`config.mk`:
```
export PLATFORM = sky130hd
export DESIGN_NAME = superstep_barrier
export DESIGN_NICKNAME = d
export VERILOG_FILES = /design/src/rtl/sbar_pkg.sv /design/src/rtl/sbar_period_timer.sv /design/src/rtl/sbar_done_tracker.sv /design/src/rtl/superstep_barrier.sv
export SDC_FILE = /design/constraint.sdc
export NUM_CORES = 1
export LEC_CHECK = 0
export ABC_AREA = 1
export ABC_CLOCK_PERIOD_IN_PS = 2300
export BUFFER_PORTS_ARGS = -buffer_cell sky130_fd_sc_hd__buf_2
export CAP_MARGIN = 10
export CORE_AREA = 10 10 77 79
export DETAILED_ROUTE_END_ITERATION = 8
export DIE_AREA = 0 0 87 89
export GPL_TIMING_DRIVEN = 0
export PLACE_DENSITY_LB_ADDON = 0.08
export SLEW_MARGIN = 25
export SYNTH_ARGS = -nofsm -noshare
export SYNTH_HDL_FRONTEND = slang
export SYNTH_HIERARCHICAL = 1
export SYNTH_SLANG_ARGS = --single-unit
export TNS_END_PERCENT = 20
```
`constraint.sdc`:
```
create_clock -name clk -period 2.3 [get_ports clk]
set_input_delay 0.23 -clock clk [delete_from_list [all_inputs] [get_ports clk]]
set_output_delay 0.23 -clock clk [all_outputs]
set_load 0.05 [all_outputs]
```
`src/rtl/sbar_pkg.sv`:
```
package sbar_pkg;

   // Release policy selected by the eager_mode pin
   typedef enum logic {
      SBAR_INTERVAL = 1'b0,
      SBAR_EAGER    = 1'b1
   } sbar_mode_e;

   // Shortest period the timer will run
   localparam int SBAR_MIN_LEN = 1;

endpackage

```
`src/rtl/sbar_period_timer.sv`:
```
module sbar_period_timer #(
   parameter int LEN_W       = 8,
   parameter int DEFAULT_LEN = 16
) (
   input  logic             clk,
   input  logic             rst_n,
   input  logic [LEN_W-1:0] len_in,
   input  logic             wrap,
   output logic             at_end
);
   import sbar_pkg::*;

   logic [LEN_W-1:0] cnt_q;
   logic [LEN_W-1:0] len_q;
   logic [LEN_W-1:0] len_next;

   // A zero length is raised to the minimum
   always_comb begin
      len_next = (len_in < LEN_W'(SBAR_MIN_LEN)) ? LEN_W'(SBAR_MIN_LEN) : len_in;
   end

   assign at_end = (cnt_q == len_q - LEN_W'(1));

   // Counter restarts on wrap and picks up the new length only then.
   // Without wrap it saturates on the last cycle (eager mode holds there).
   always_ff @(posedge clk) begin
      if (!rst_n) begin
         cnt_q <= '0;
         len_q <= LEN_W'(DEFAULT_LEN);
      end else if (wrap) begin
         cnt_q <= '0;
         len_q <= len_next;
      end else if (!at_end) begin
         cnt_q <= cnt_q + LEN_W'(1);
      end
   end

   // the position stays inside the running period
   assert_cnt_range_R3: assert property (@(posedge clk) disable iff (!rst_n)
      (len_q != '0) && (cnt_q < len_q));

   // the latched length changes only across a restart
   assert_len_hold_R6: assert property (@(posedge clk) disable iff (!rst_n)
      !$past(wrap) |-> $stable(len_q));

endmodule

```
`src/rtl/sbar_done_tracker.sv`:
```
module sbar_done_tracker #(
   parameter int N_COMP = 4
) (
   input  logic              clk,
   input  logic              rst_n,
   input  logic [N_COMP-1:0] set_in,
   input  logic [N_COMP-1:0] part_mask,
   input  logic              clear,
   output logic [N_COMP-1:0] flags,
   output logic              met
);
   logic [N_COMP-1:0] satisfied;

   for (genvar i = 0; i < N_COMP; i++) begin : g_slot
      logic flag_q;

      // A clear on the same edge wins over a new pulse
      always_ff @(posedge clk) begin
         if (!rst_n) begin
            flag_q <= 1'b0;
         end else if (clear) begin
            flag_q <= 1'b0;
         end else if (set_in[i]) begin
            flag_q <= 1'b1;
         end
      end

      assign flags[i]     = flag_q;
      assign satisfied[i] = flag_q | ~part_mask[i];
   end

   assign met = &satisfied;

endmodule

```
`src/rtl/superstep_barrier.sv`:
```
module superstep_barrier #(
   parameter int N_COMP      = 4,
   parameter int LEN_W       = 8,
   parameter int STEP_W      = 16,
   parameter int DEFAULT_LEN = 16
) (
   input  logic              clk,
   input  logic              rst_n,
   input  logic [LEN_W-1:0]  period_len,
   input  logic              eager_mode,
   input  logic [N_COMP-1:0] sync_mask,
   input  logic [N_COMP-1:0] done_set,
   output logic              advance,
   output logic [STEP_W-1:0] superstep,
   output logic [N_COMP-1:0] done_flags
);
   import sbar_pkg::*;

   localparam longint LEN_LIMIT = longint'(1) << LEN_W;

   // Elaboration-time parameter checks
   if (N_COMP < 1) begin : g_bad_ncomp
      $error("superstep_barrier: N_COMP must be at least 1");
   end
   if (LEN_W < 1 || LEN_W > 31) begin : g_bad_lenw
      $error("superstep_barrier: LEN_W must be in 1..31");
   end
   if (STEP_W < 1) begin : g_bad_stepw
      $error("superstep_barrier: STEP_W must be at least 1");
   end
   if (DEFAULT_LEN < SBAR_MIN_LEN || longint'(DEFAULT_LEN) >= LEN_LIMIT) begin : g_bad_deflen
      $error("superstep_barrier: DEFAULT_LEN must be >= 1 and fit in LEN_W bits");
   end

   sbar_mode_e        mode;
   logic              at_end;
   logic              met;
   logic              fire;
   logic              wrap;
   logic              adv_q;
   logic [STEP_W-1:0] step_q;

   assign mode = sbar_mode_e'(eager_mode);
   assign fire = at_end & met;
   assign wrap = (mode == SBAR_EAGER) ? fire : at_end;

   sbar_period_timer #(
      .LEN_W      (LEN_W),
      .DEFAULT_LEN(DEFAULT_LEN)
   ) u_timer (
      .clk   (clk),
      .rst_n (rst_n),
      .len_in(period_len),
      .wrap  (wrap),
      .at_end(at_end)
   );

   sbar_done_tracker #(
      .N_COMP(N_COMP)
   ) u_track (
      .clk      (clk),
      .rst_n    (rst_n),
      .set_in   (done_set),
      .part_mask(sync_mask),
      .clear    (fire),
      .flags    (done_flags),
      .met      (met)
   );

   always_ff @(posedge clk) begin
      if (!rst_n) begin
         adv_q  <= 1'b0;
         step_q <= '0;
      end else begin
         adv_q <= fire;
         if (fire) begin
            step_q <= step_q + STEP_W'(1);
         end
      end
   end

   assign advance   = adv_q;
   assign superstep = step_q;

   // each release bumps the superstep number by one
   assert_step_inc_R2: assert property (@(posedge clk) disable iff (!rst_n)
      advance |-> superstep == $past(superstep) + STEP_W'(1));

   // no release, no change
   assert_step_hold_R2: assert property (@(posedge clk) disable iff (!rst_n)
      !advance |-> $stable(superstep));

   // a release needs every participating flag set a cycle earlier
   assert_adv_ready_R4: assert property (@(posedge clk) disable iff (!rst_n)
      advance |-> $past(&(done_flags | ~sync_mask)));

   // flags start empty in the release cycle
   assert_flags_clear_R8: assert property (@(posedge clk) disable iff (!rst_n)
      advance |-> done_flags == '0);

endmodule

```
# After elaboration in Yosys (flattened, before gate mapping)

Cells that the tools add are included.

Input port bits: 19
Bits in read-only memories: 0
Output and inout bits: 21
Word-level logic and storage cells: 28
Memory bits (writable): 0
Memories kept: 0
Bits in latches: 0
Register bits after elaboration: 37

Equal/unequal tests: 1
Reductions and logical operators: 3
Shift-type cells: 0
Add/subtract/negate cells: 3
Div/mod/pow operators: 0
Mux-type cells: 2
Bitwise operators: 10
$lt $le $gt $ge: 1
Multiply operators: 0

Operator list:

| kind                                                        | number |
|---|---|
| adder 16 x 1 -> 16 bit (second input constant)              | 1 |
| adder 8 x 1 -> 8 bit (second input constant)                | 1 |
| == test 8 bit                                               | 1 |
| less-than comparator 8 x 1 -> 1 bit (second input constant) | 1 |
| 2-to-1 mux 8 bit                                            | 1 |
| subtractor 8 x 1 -> 8 bit (second input constant)           | 1 |
| NOT 1 bit                                                   | 5 |
| OR 1 bit                                                    | 4 |
| AND reduction 4 bit                                         | 1 |
| OR reduction 2 bit                                          | 2 |
| bitwise AND 1 bit                                           | 1 |
| 2-to-1 mux 1 bit                                            | 1 |

# Depth between registers and ports, before layout

Gate-level depths: netlist of the first run.

Depth in word-level cells: 6
Gate-level depth with buffers: 19
Gate-level depth less buffers: 19

# By module

Netlist of the first run, hierarchy kept.

Modules (own cells, without submodules):

| module            | sequential area each (um^2) | area each (um^2) | cells each | instances |
|---|---|---|---|---|
| sbar_period_timer | 320.3                       | 1042.2           | 166        | 1 |
| superstep_barrier | 340.3                       | 890.9            | 134        | 1 |
| sbar_done_tracker | 80.1                        | 188.9            | 29         | 1 |

# Worst setup path after synthesis of the first run

Ideal clock, no wire load.

Path kind: register to register
Start: register u_timer.len_q[0]
End: register u_timer.len_q[1]
Stages on the path, launching flop included: 17
Slack: -0.211 ns
Arrival time: 2.379 ns
Buffers on the path: 1
Cell sequence: dfxtp_1 > inv_1 > ha_1 > inv_1 > nand2_1 > nand2_1 > nor2_1 > nand3_1 > nor2_1 > nand2_1 > nor3_2 > inv_1 > o21ai_0 > inv_1 > clkbuf_1 > o21ai_0 > a21oi_1

Word-level cells in the longest chain between the ends: 4

RTL lines:

| element                     | RTL line                | RTL |
|---|---|---|
| start: declaration          | sbar_period_timer.sv:14 | `logic [LEN_W-1:0] len_q;` |
| start signal: assignment    | sbar_period_timer.sv:29 | `len_q <= LEN_W'(DEFAULT_LEN);` |
| start signal: assignment    | sbar_period_timer.sv:32 | `len_q <= len_next;` |
| subtractor 8 x 1 -> 8 bit * | sbar_period_timer.sv:22 | `assign at_end = (cnt_q == len_q - LEN_W'(1));` |
| == test 8 bit *             | sbar_period_timer.sv:22 |  |
| named net at_end            | superstep_barrier.sv:36 | `logic at_end;` |
| bitwise AND 1 bit           | superstep_barrier.sv:44 | `assign fire = at_end & met;` |
| 2-to-1 mux 1 bit *          | superstep_barrier.sv:45 | `assign wrap = (mode == SBAR_EAGER) ? fire : at_end;` |
| named net wrap              | superstep_barrier.sv:39 | `logic wrap;` |

The timed path passes the listed nets; every way through them passes the cells marked *.
A chain may end at the register's enable or synchronous reset.

# Worst setup path after layout of the first run

Start: register u_timer.len_q[1]
End: register step_q[13] (netlist: superstep[13])

Word-level cells in the longest chain between the ends: 3

RTL lines:

| element                   | RTL line                | RTL |
|---|---|---|
| subtractor 8 x 1 -> 8 bit | sbar_period_timer.sv:22 |  |
| == test 8 bit             | sbar_period_timer.sv:22 |  |
| named net at_end          | superstep_barrier.sv:36 |  |
| bitwise AND 1 bit         | superstep_barrier.sv:44 |  |
| named net fire            | superstep_barrier.sv:38 | `logic fire;` |
| end signal: assignment    | superstep_barrier.sv:77 | `step_q <= step_q + STEP_W'(1);` |
| end: declaration          | superstep_barrier.sv:41 | `logic [STEP_W-1:0] step_q;` |

The timed path passes the listed nets, and every way through them passes these cells.

==> results of run 1 <==
## Yosys cell counts, types with 4 or more instances
library cell and count:
nor3_1 4, xor2_1 7, nand2_1 82, a21oi_1 17
buf_4 4, o21ai_0 14, nor2_2 5, nor2_1 53
nand4_1 10, nand3_1 20, dfxtp_1 37, inv_1 49
## report_power, final
group,switching (mW),internal [mW],leakage (nW)
clock network,0.237,0.431,0.0681
registers,0.00904,0.649,0.301
logic,0.0631,0.0405,0.947
total,0.309,1.12,1.32
## worst paths after layout
kind | startpoint | endpoint | slack [ns]
hold / removal | done_set[0] | u_track/g_slot[0].flag_q$_SDFFE_PP0P_ | 0.15
hold reg to reg | u_timer/len_q[7]$_SDFFE_PN0P_ | u_timer/len_q[7]$_SDFFE_PN0P_ | 0.49
setup / recovery | u_timer/len_q[1]$_SDFFE_PN0P_ | superstep[13]$_SDFFE_PN0P_ | 0.06
setup reg to reg | u_timer/len_q[1]$_SDFFE_PN0P_ | superstep[13]$_SDFFE_PN0P_ | 0.06
## cell type report
cell class	count	area, um2	area share (%)
Inverter	51	199	7.26
Multi-Input combinational cell	235	1250	45.6
Clock inverter	3	65.1	2.37
Sequential cell	37	746	27.2
Clock buffer	5	68.8	2.51
Tap cell	54	67.6	2.46
Buffer	6	48.8	1.78
Timing Repair Buffer	52	297	10.8
## cells by family (layout without fill, tap and decap cells)
family | count (synthesis) | in the layout
flops | 37 | 37
xor+xnor | 9 | 9
simple gates | 187 | 187
compound gates | 36 | 36
buf+inv | 57 | 117
fa+ha+maj | 3 | 3
## routing by layer
| metal | up-vias | routed length (um) | track usage [%] |
|---|---|---|---|
| met1 | 949 | 2140 | 14.9 |
| li1 | 1151 | - | - |
| met5 | - | 0 | 0 |
| met2 | 20 | 2750 | 26.2 |
| met3 | 8 | 168 | 3.74 |
| met4 | 0 | 83 | 4.86 |
## through the flow
step / area (um2) / setup WS, ns / total power [mW] / setup TNS (ns)
2_1_floorplan: 2130 / 0.0106 / 0.737 / 0
3_3_place_gp: 2390 / -0.378 / 0.770 / -4.24
3_5_place_dp: 2390 / -0.367 / 0.772 / -3.95
4_1_cts: 2610 / 0.000570 / 1.45 / 0
5_1_grt: 2740 / -0.130 / 1.49 / -1.01
6_report: 2740 / 0.0601 / 1.43 / 0
## sequential cells by signal (all words and copies together) (netlist names)
register               count
u_timer/len_q              8
u_timer/cnt_q              8
advance                    1
u_track/g_slot.flag_q      4
superstep                 16
## timing repair
action,4_1_cts,5_1_grt
setup buffers,7,6
gates resized for setup,13,32
pin swaps,5,10
endpoints found under the setup margin,27,33
cloned,0,0
## critical path: stages, from the launching register on
cell and delay [ns]:
dfxtp_4 0.38, inv_4 0.04, ha_4 0.15, buf_6 0.11
inv_1 0.04, nand2_1 0.06, nand2_1 0.06, nand2_1 0.05
nand2_2 0.08, inv_1 0.05, nor2_1 0.09, nand2_1 0.09
nor3_4 0.25, nand2_4 0.14, clkinv_4 0.09, nand2_4 0.05
nor2_4 0.18, nand3_2 0.09, nand2_1 0.08, inv_1 0.04
nor2_1 0.06
==> summary.txt, run 1 <==
Status
  • Outcome: finished clean

Setup path
  • Critical path class: flop to flop
  • Worst Path Arrival: roughly 2.5 ns
  • R2r worst-path depth: 20
  • Critical Path RT: between 2 and 3 ns
  • Setup crit end kind: flop
  • Crit Path Max Fanout: 5
  • Startpoint types: flop

Synthesis
  • Share of the synthesized area in the top cell type: 34.9%
  • Simple logic cell fraction of the synthesized area: between 30% and 40%
  • Mapped cell area: 0.00212 mm2
  • Ys async rst share: 0%
  • Synth Area in XOR/XNOR: 3.71%
  • Post-synth EDFFs: 0
  • Predominant post-synthesis flop cell: dfxtp_1
  • Post-synthesis sequential area ratio: 34.9%
  • Mux cell area share after synthesis: 0%
  • Cell taking the most area after synthesis: dfxtp_1
  • Adder-Cell Fraction of Synth Area: 1.77%
  • Yosys cell types: 33
  • Largest cells by area after synthesis: dfxtp_1, nand2_1, nor2_1, inv_1, nand3_1
  • Main combinational cell family by area after synthesis: simple AND/OR/NAND/NOR gates
  • Ys Warns: 6
  • Synth Area in Compound Gates: a little under a tenth
  • Synthesized Nets: 351
  • #FFs+latches synth: 37
  • Syn avg cell area: 6.45 um2
  • Syn Inst Count: 329

CTS
  • Clock Path Buffers: 2
  • Clock slew at reported path FFs: ~0.08 ns
  • Root Buffer: clkbuf_8
  • H-Tree Depth: 2
  • Skew-Pair Late Insertion Delay: 0.29 ns
  • CTS tree: done
  • TritonCTS Buffers: 5
  • Clk sinks: 37
  • CTS Hold Bufs: 0

Timing
  • Unrepaired setup endpoints after global routing: yes
  • Clk_skew: 0.00631 ns
  • Tmin final: 2.24 ns
  • Worst-Margin Slew: 0.408 ns
  • # setup viols final: 0
  • Final worst-path cycle share: 97.4%
  • Fin. Hold Viols: 0
  • Hold_ws: 0.152 ns
  • Pins Over Slew Limit: 0
  • Fmax: 446 MHz
  • Relative slew slack: 72.6%

Run
  • Max_cap viols: 0

Global routing
  • Vias in the first global route: roughly 2100
  • Grt ovf: 0
  • Global-route wire length before repair: 8.91 mm
  • Pin count of the biggest net entering global routing: 13
  • Initial antenna violation count: 0
  • GR Util All Layers: 14.1%

Final layout
  • Nets: 410
  • Ant. Diodes: 0
  • Fillers: 438
  • Filler-free cell count of the finished design: 443
  • Layout area overhead: 29.2%
  • Share of cells above drive strength 1: 28.8%
  • Commonest non-fill, non-tap cell in the layout: nand2_1
  • Core Util, Final: 60.4%
  • Commonest non-fill, non-tap cells in the layout: nand2_1, nor2_1, inv_1, buf_2, dfxtp_1

Die
  • Core area: 0.00454 mm2
  • Initial core utilization: 46.8%
  • Die X: 87 um
  • Num rows: 25
  • Die area: roughly 0.0077 mm2
  • Ports: 40
  • Die H: 89 um

Routing
  • WL per Instance: 11.6 um
  • Via density: 4.80
  • Total number of vias: 2128
  • Detail Route Antenna Nets: 0
  • DRC violations left: 0
  • Starting DRC count in detailed routing: 77
  • First drt pass iteration count: 4
  • DRT Wirelength: slightly above 5 mm

Placed design
  • Dpl cells: 422
  • I/O Buffers: 39
  • Hpwl dp: 3.98 mm
  • GP Congestion: 0.870

Power and ir drop
  • Max VDD drop: 279 uV
  • Pwr dens: 521 mW/mm2
  • Leakage: between 1 and 1.5 nW

Worst hold path
  • Hold Path Depth: 3
  • HP Class: primary input to flop
No activity file was read; power rests on OpenSTA's default activity.
==> run 2, diff against run 1 <==
--- a/config.mk
+++ b/config.mk
@@ -9,14 +9,13 @@
 export ABC_CLOCK_PERIOD_IN_PS = 2300
 export BUFFER_PORTS_ARGS = -buffer_cell sky130_fd_sc_hd__buf_2
 export CAP_MARGIN = 10
-export CORE_AREA = 10 10 77 79
+export CORE_AREA = 10 10 80 82
 export DETAILED_ROUTE_END_ITERATION = 8
-export DIE_AREA = 0 0 87 89
+export DIE_AREA = 0 0 90 92
 export GPL_TIMING_DRIVEN = 0
-export PLACE_DENSITY_LB_ADDON = 0.08
+export PLACE_DENSITY = 0.79
 export SLEW_MARGIN = 25
 export SYNTH_ARGS = -nofsm -noshare
 export SYNTH_HDL_FRONTEND = slang
-export SYNTH_HIERARCHICAL = 1
 export SYNTH_SLANG_ARGS = --single-unit
 export TNS_END_PERCENT = 20
==> run 2 against run 1 <==
Synthesized cell count up 4.9%. Critical path type unchanged. Combinational power barely moved. Via count increased by 5.7%. Area after synthesis is 6.8% higher. Final cell count is 4.1% higher. Largest cell class unchanged. Setup slack improved by 0.21 ns. Global-route usage decreased by 0.53 points. Total power is 8.4% lower.
==> summary.txt, run 2 <==
Status
  • Outcome: finished clean

Timing
  • Relative slew slack: around two thirds
  • # setup viols final: 0
  • Pins Over Slew Limit: 0
  • Final worst-path cycle share: 88.5%
  • Clk_skew: 0.00694 ns
  • Fin. Hold Viols: 0
  • Fmax: 492 MHz
  • Setup TNS: 0 ns
  • Worst-Margin Slew: 0.507 ns
  • Tmin final: 2.03 ns
  • Unrepaired setup endpoints after global routing: no

Power and ir drop
  • Sequential Power Share: 50.4%
  • Switching share of power: 23.4%
  • Max VDD drop: 308 uV
  • Leakage: 1.24 nW
  • Clock power frac: 41.4%
  • Pwr Total: roughly 1.3 mW
  • Switching power: just over 0.3 mW
  • Pwr dens: 493 mW/mm2
  • Gate power share: 8.1%
  • Internal: between 1 and 1.5 mW

Global routing
  • Pin count of the biggest net entering global routing: 12
  • Initial antenna violation count: 0
  • GR Util met2: between 20% and 30%
  • Grt ovf: 0
  • Vias in the first global route: 2081
  • M3 GR Usage: around 4.1%
  • Met1 Use GR: between 10% and 20%
  • GR Util All Layers: 13.6%
  • GRT busiest layer: met2
  • Global-route wire length before repair: 9.61 mm

Worst hold path
  • Hold_sp: done_set[0]
  • HP Class: primary input to flop

Routing
  • First drt pass iteration count: 4
  • Detail Route Antenna Nets: 0
  • Starting DRC count in detailed routing: between 100 and 150
  • Total number of vias: 2249
  • DRT Wirelength: 5.47 mm
  • DRC violations left: 0
  • Via density: 4.88
  • WL per Instance: 11.9 um

Setup path
  • Crit Path Max Fanout: 10
  • R2R Path Start: u_timer.len_q[0]$_SDFFE_PN0P_
  • Critical Path RT: approximately 2.5 ns
  • Critical path class: flop to flop
  • Setup crit end kind: flop
  • Worst Setup SP: u_timer.len_q[0]$_SDFFE_PN0P_
  • Crit-path most repeated cell: nor2_1
  • Worst Path Arrival: 2.22 ns
  • Crit path largest cell delay: 0.34 ns
  • Critical path, cell by cell: inv_2 > ha_1 > nand2_1 > nand4_1 > nor2_1 > nand3_1 > nor2_4 > nand3_4 > buf_6 > o21ai_1 > nor2_1
  • Slowest CP cell: dfxtp_1
  • Startpoint types: flop

CTS
  • Root Buffer: clkbuf_8
  • Clk sinks: 37
  • CTS tree: done
  • H-Tree Depth: 2
  • CTS Hold Bufs: 0
  • Skew-Pair Late Insertion Delay: 0.29 ns
  • Clock Path Buffers: 2
  • Post-CTS sizing: 0
  • TritonCTS Buffers: 5
  • Post-CTS Setup Repair Bufs: 0
  • Clock slew at reported path FFs: 0.07 ns

Final layout
  • Ant. Diodes: 0
  • Nets: 413
  • Commonest non-fill, non-tap cell in the layout: nand2_1
  • Share of cells above drive strength 1: 17.4%
  • Max reg flops: 16
  • Commonest non-fill, non-tap cells in the layout: nand2_1, inv_1, buf_2, dfxtp_1, nor2_1
  • Fillers: 488
  • Core Util, Final: 54.0%
  • Reg area: 741 um2
  • Post-route cell area: 0.00265 mm2
  • Layout area overhead: 17.1%
  • Area of the multi-input gates: 0.00126 mm2

Synthesis
  • Synthesized Nets: 367
  • Predominant post-synthesis flop cell: dfxtp_1
  • Ys async rst share: 0%
  • Post-synthesis sequential area ratio: 32.7%
  • Share of the synthesized area in the top cell type: 32.7%
  • Commonest cells post-synth: nand2_1, inv_1, dfxtp_1
  • Post-synth EDFFs: 0
  • Largest cells by area after synthesis: dfxtp_1, nand2_1, inv_1, nand4_1, nand3_1
  • Most common cell in the netlist: nand2_1
  • Cell taking the most area after synthesis: dfxtp_1
  • Mapped cell area: 0.00227 mm2
  • Yosys cell types: 24
  • Syn Inst Count: 345
  • Syn avg cell area: 6.57 um2
  • #FFs+latches synth: 37
  • Ys Warns: 0

Placed design
  • I/O Buffers: 39
  • Placed cell areas: 0.00255 mm2
  • GP Congestion: 0.929
  • Hpwl dp: 4.27 mm

Die
  • Initial core utilization: 46.2%
  • Die X: 90 um
  • Num rows: 26
  • Die H: 92 um
  • Ports: 40
  • Die area: 0.00828 mm2
  • Core area: between 0.004 and 0.005 mm2

Run
  • Max_cap viols: 0
==> run 2: cell types whose count changed after synthesis, sizes merged, moves of 2 or more <==
cell / delta
nand2: +6
nor2: -18
nand3: +8
nand4: +12
xnor2: +5
inv: -3
nor3: +2
xor2: +7
a21oi: +3
o21ai: -6
buf: +6
a211oi: -2
and2: -2
==> run 2: layout make-up <==
| type | instances | share of cell area (%) |
|---|---|---|
| Clock buffer | 5 | 2.59 |
| Sequential cell | 37 | 27.9 |
| Multi-Input combinational cell | 247 | 47.5 |
| Tap cell | 70 | 3.30 |
| Timing Repair Buffer | 39 | 7.36 |
| Buffer | 13 | 3.21 |
| Inverter | 48 | 6.79 |
| Clock inverter | 2 | 1.32 |
==> run 2: per-layer routing <==
metal	vias to the layer above	share of wire, %
met5	-	0
met4	0	1.2
met3	6	6.8
met2	64	44
met1	985	48
li1	1194	-
==> run 2: power by group through the flow <==
stage | clock (mW) | combinational (mW) | sequential, mW
final | 0.542 | 0.106 | 0.660
after global routing | 0.576 | 0.119 | 0.661
after CTS | 0.558 | 0.107 | 0.660
after detailed placement | 0 | 0.107 | 0.675
after global placement | 0 | 0.103 | 0.675
after floorplan | 0 | 0.0725 | 0.673
==> run 2: logic make-up after synthesis <==
| family | count (synthesis) | synth area share (%) |
|---|---|---|
| xor gates and xnor gates | 21 | 8.11 |
| buffers and inverters | 61 | 11.7 |
| and+or+nand+nor | 193 | 39.1 |
| DFF | 37 | 32.7 |
| adders and majority gates | 3 | 1.66 |
| AOI/OAI and AO/OA | 30 | 6.73 |
==> run 2: metrics by stage <==
step                worst slack, ns  cells  hold slack, ns
CTS                           0.286    461           0.156
finish                        0.266    461           0.160
floorplan                     0.527    345           0.359
global placement              0.362    454           0.449
global route                 0.0530    461           0.177
detailed placement            0.359    454           0.459
==> run 2: worst paths after layout <==
path | end | slack, ns | depth (start not counted)
max reg2reg | u_timer.len_q[0]$_SDFFE_PN0P_ | 0.27 | 11
min reg2reg | superstep[13]$_SDFFE_PN0P_ | 0.48 | 2
max | u_timer.len_q[0]$_SDFFE_PN0P_ | 0.27 | 11
min | u_track.g_slot[0].flag_q$_SDFFE_PP0P_ | 0.16 | 3
==> run 2: critical path, delay by kind of cell, from the launching register on <==
kind,cells,cell delay (ns)
compound gates,1,0.14
fa+ha+maj,1,0.31
simple gates,7,0.88
flops,1,0.34
buf+inv,2,0.25
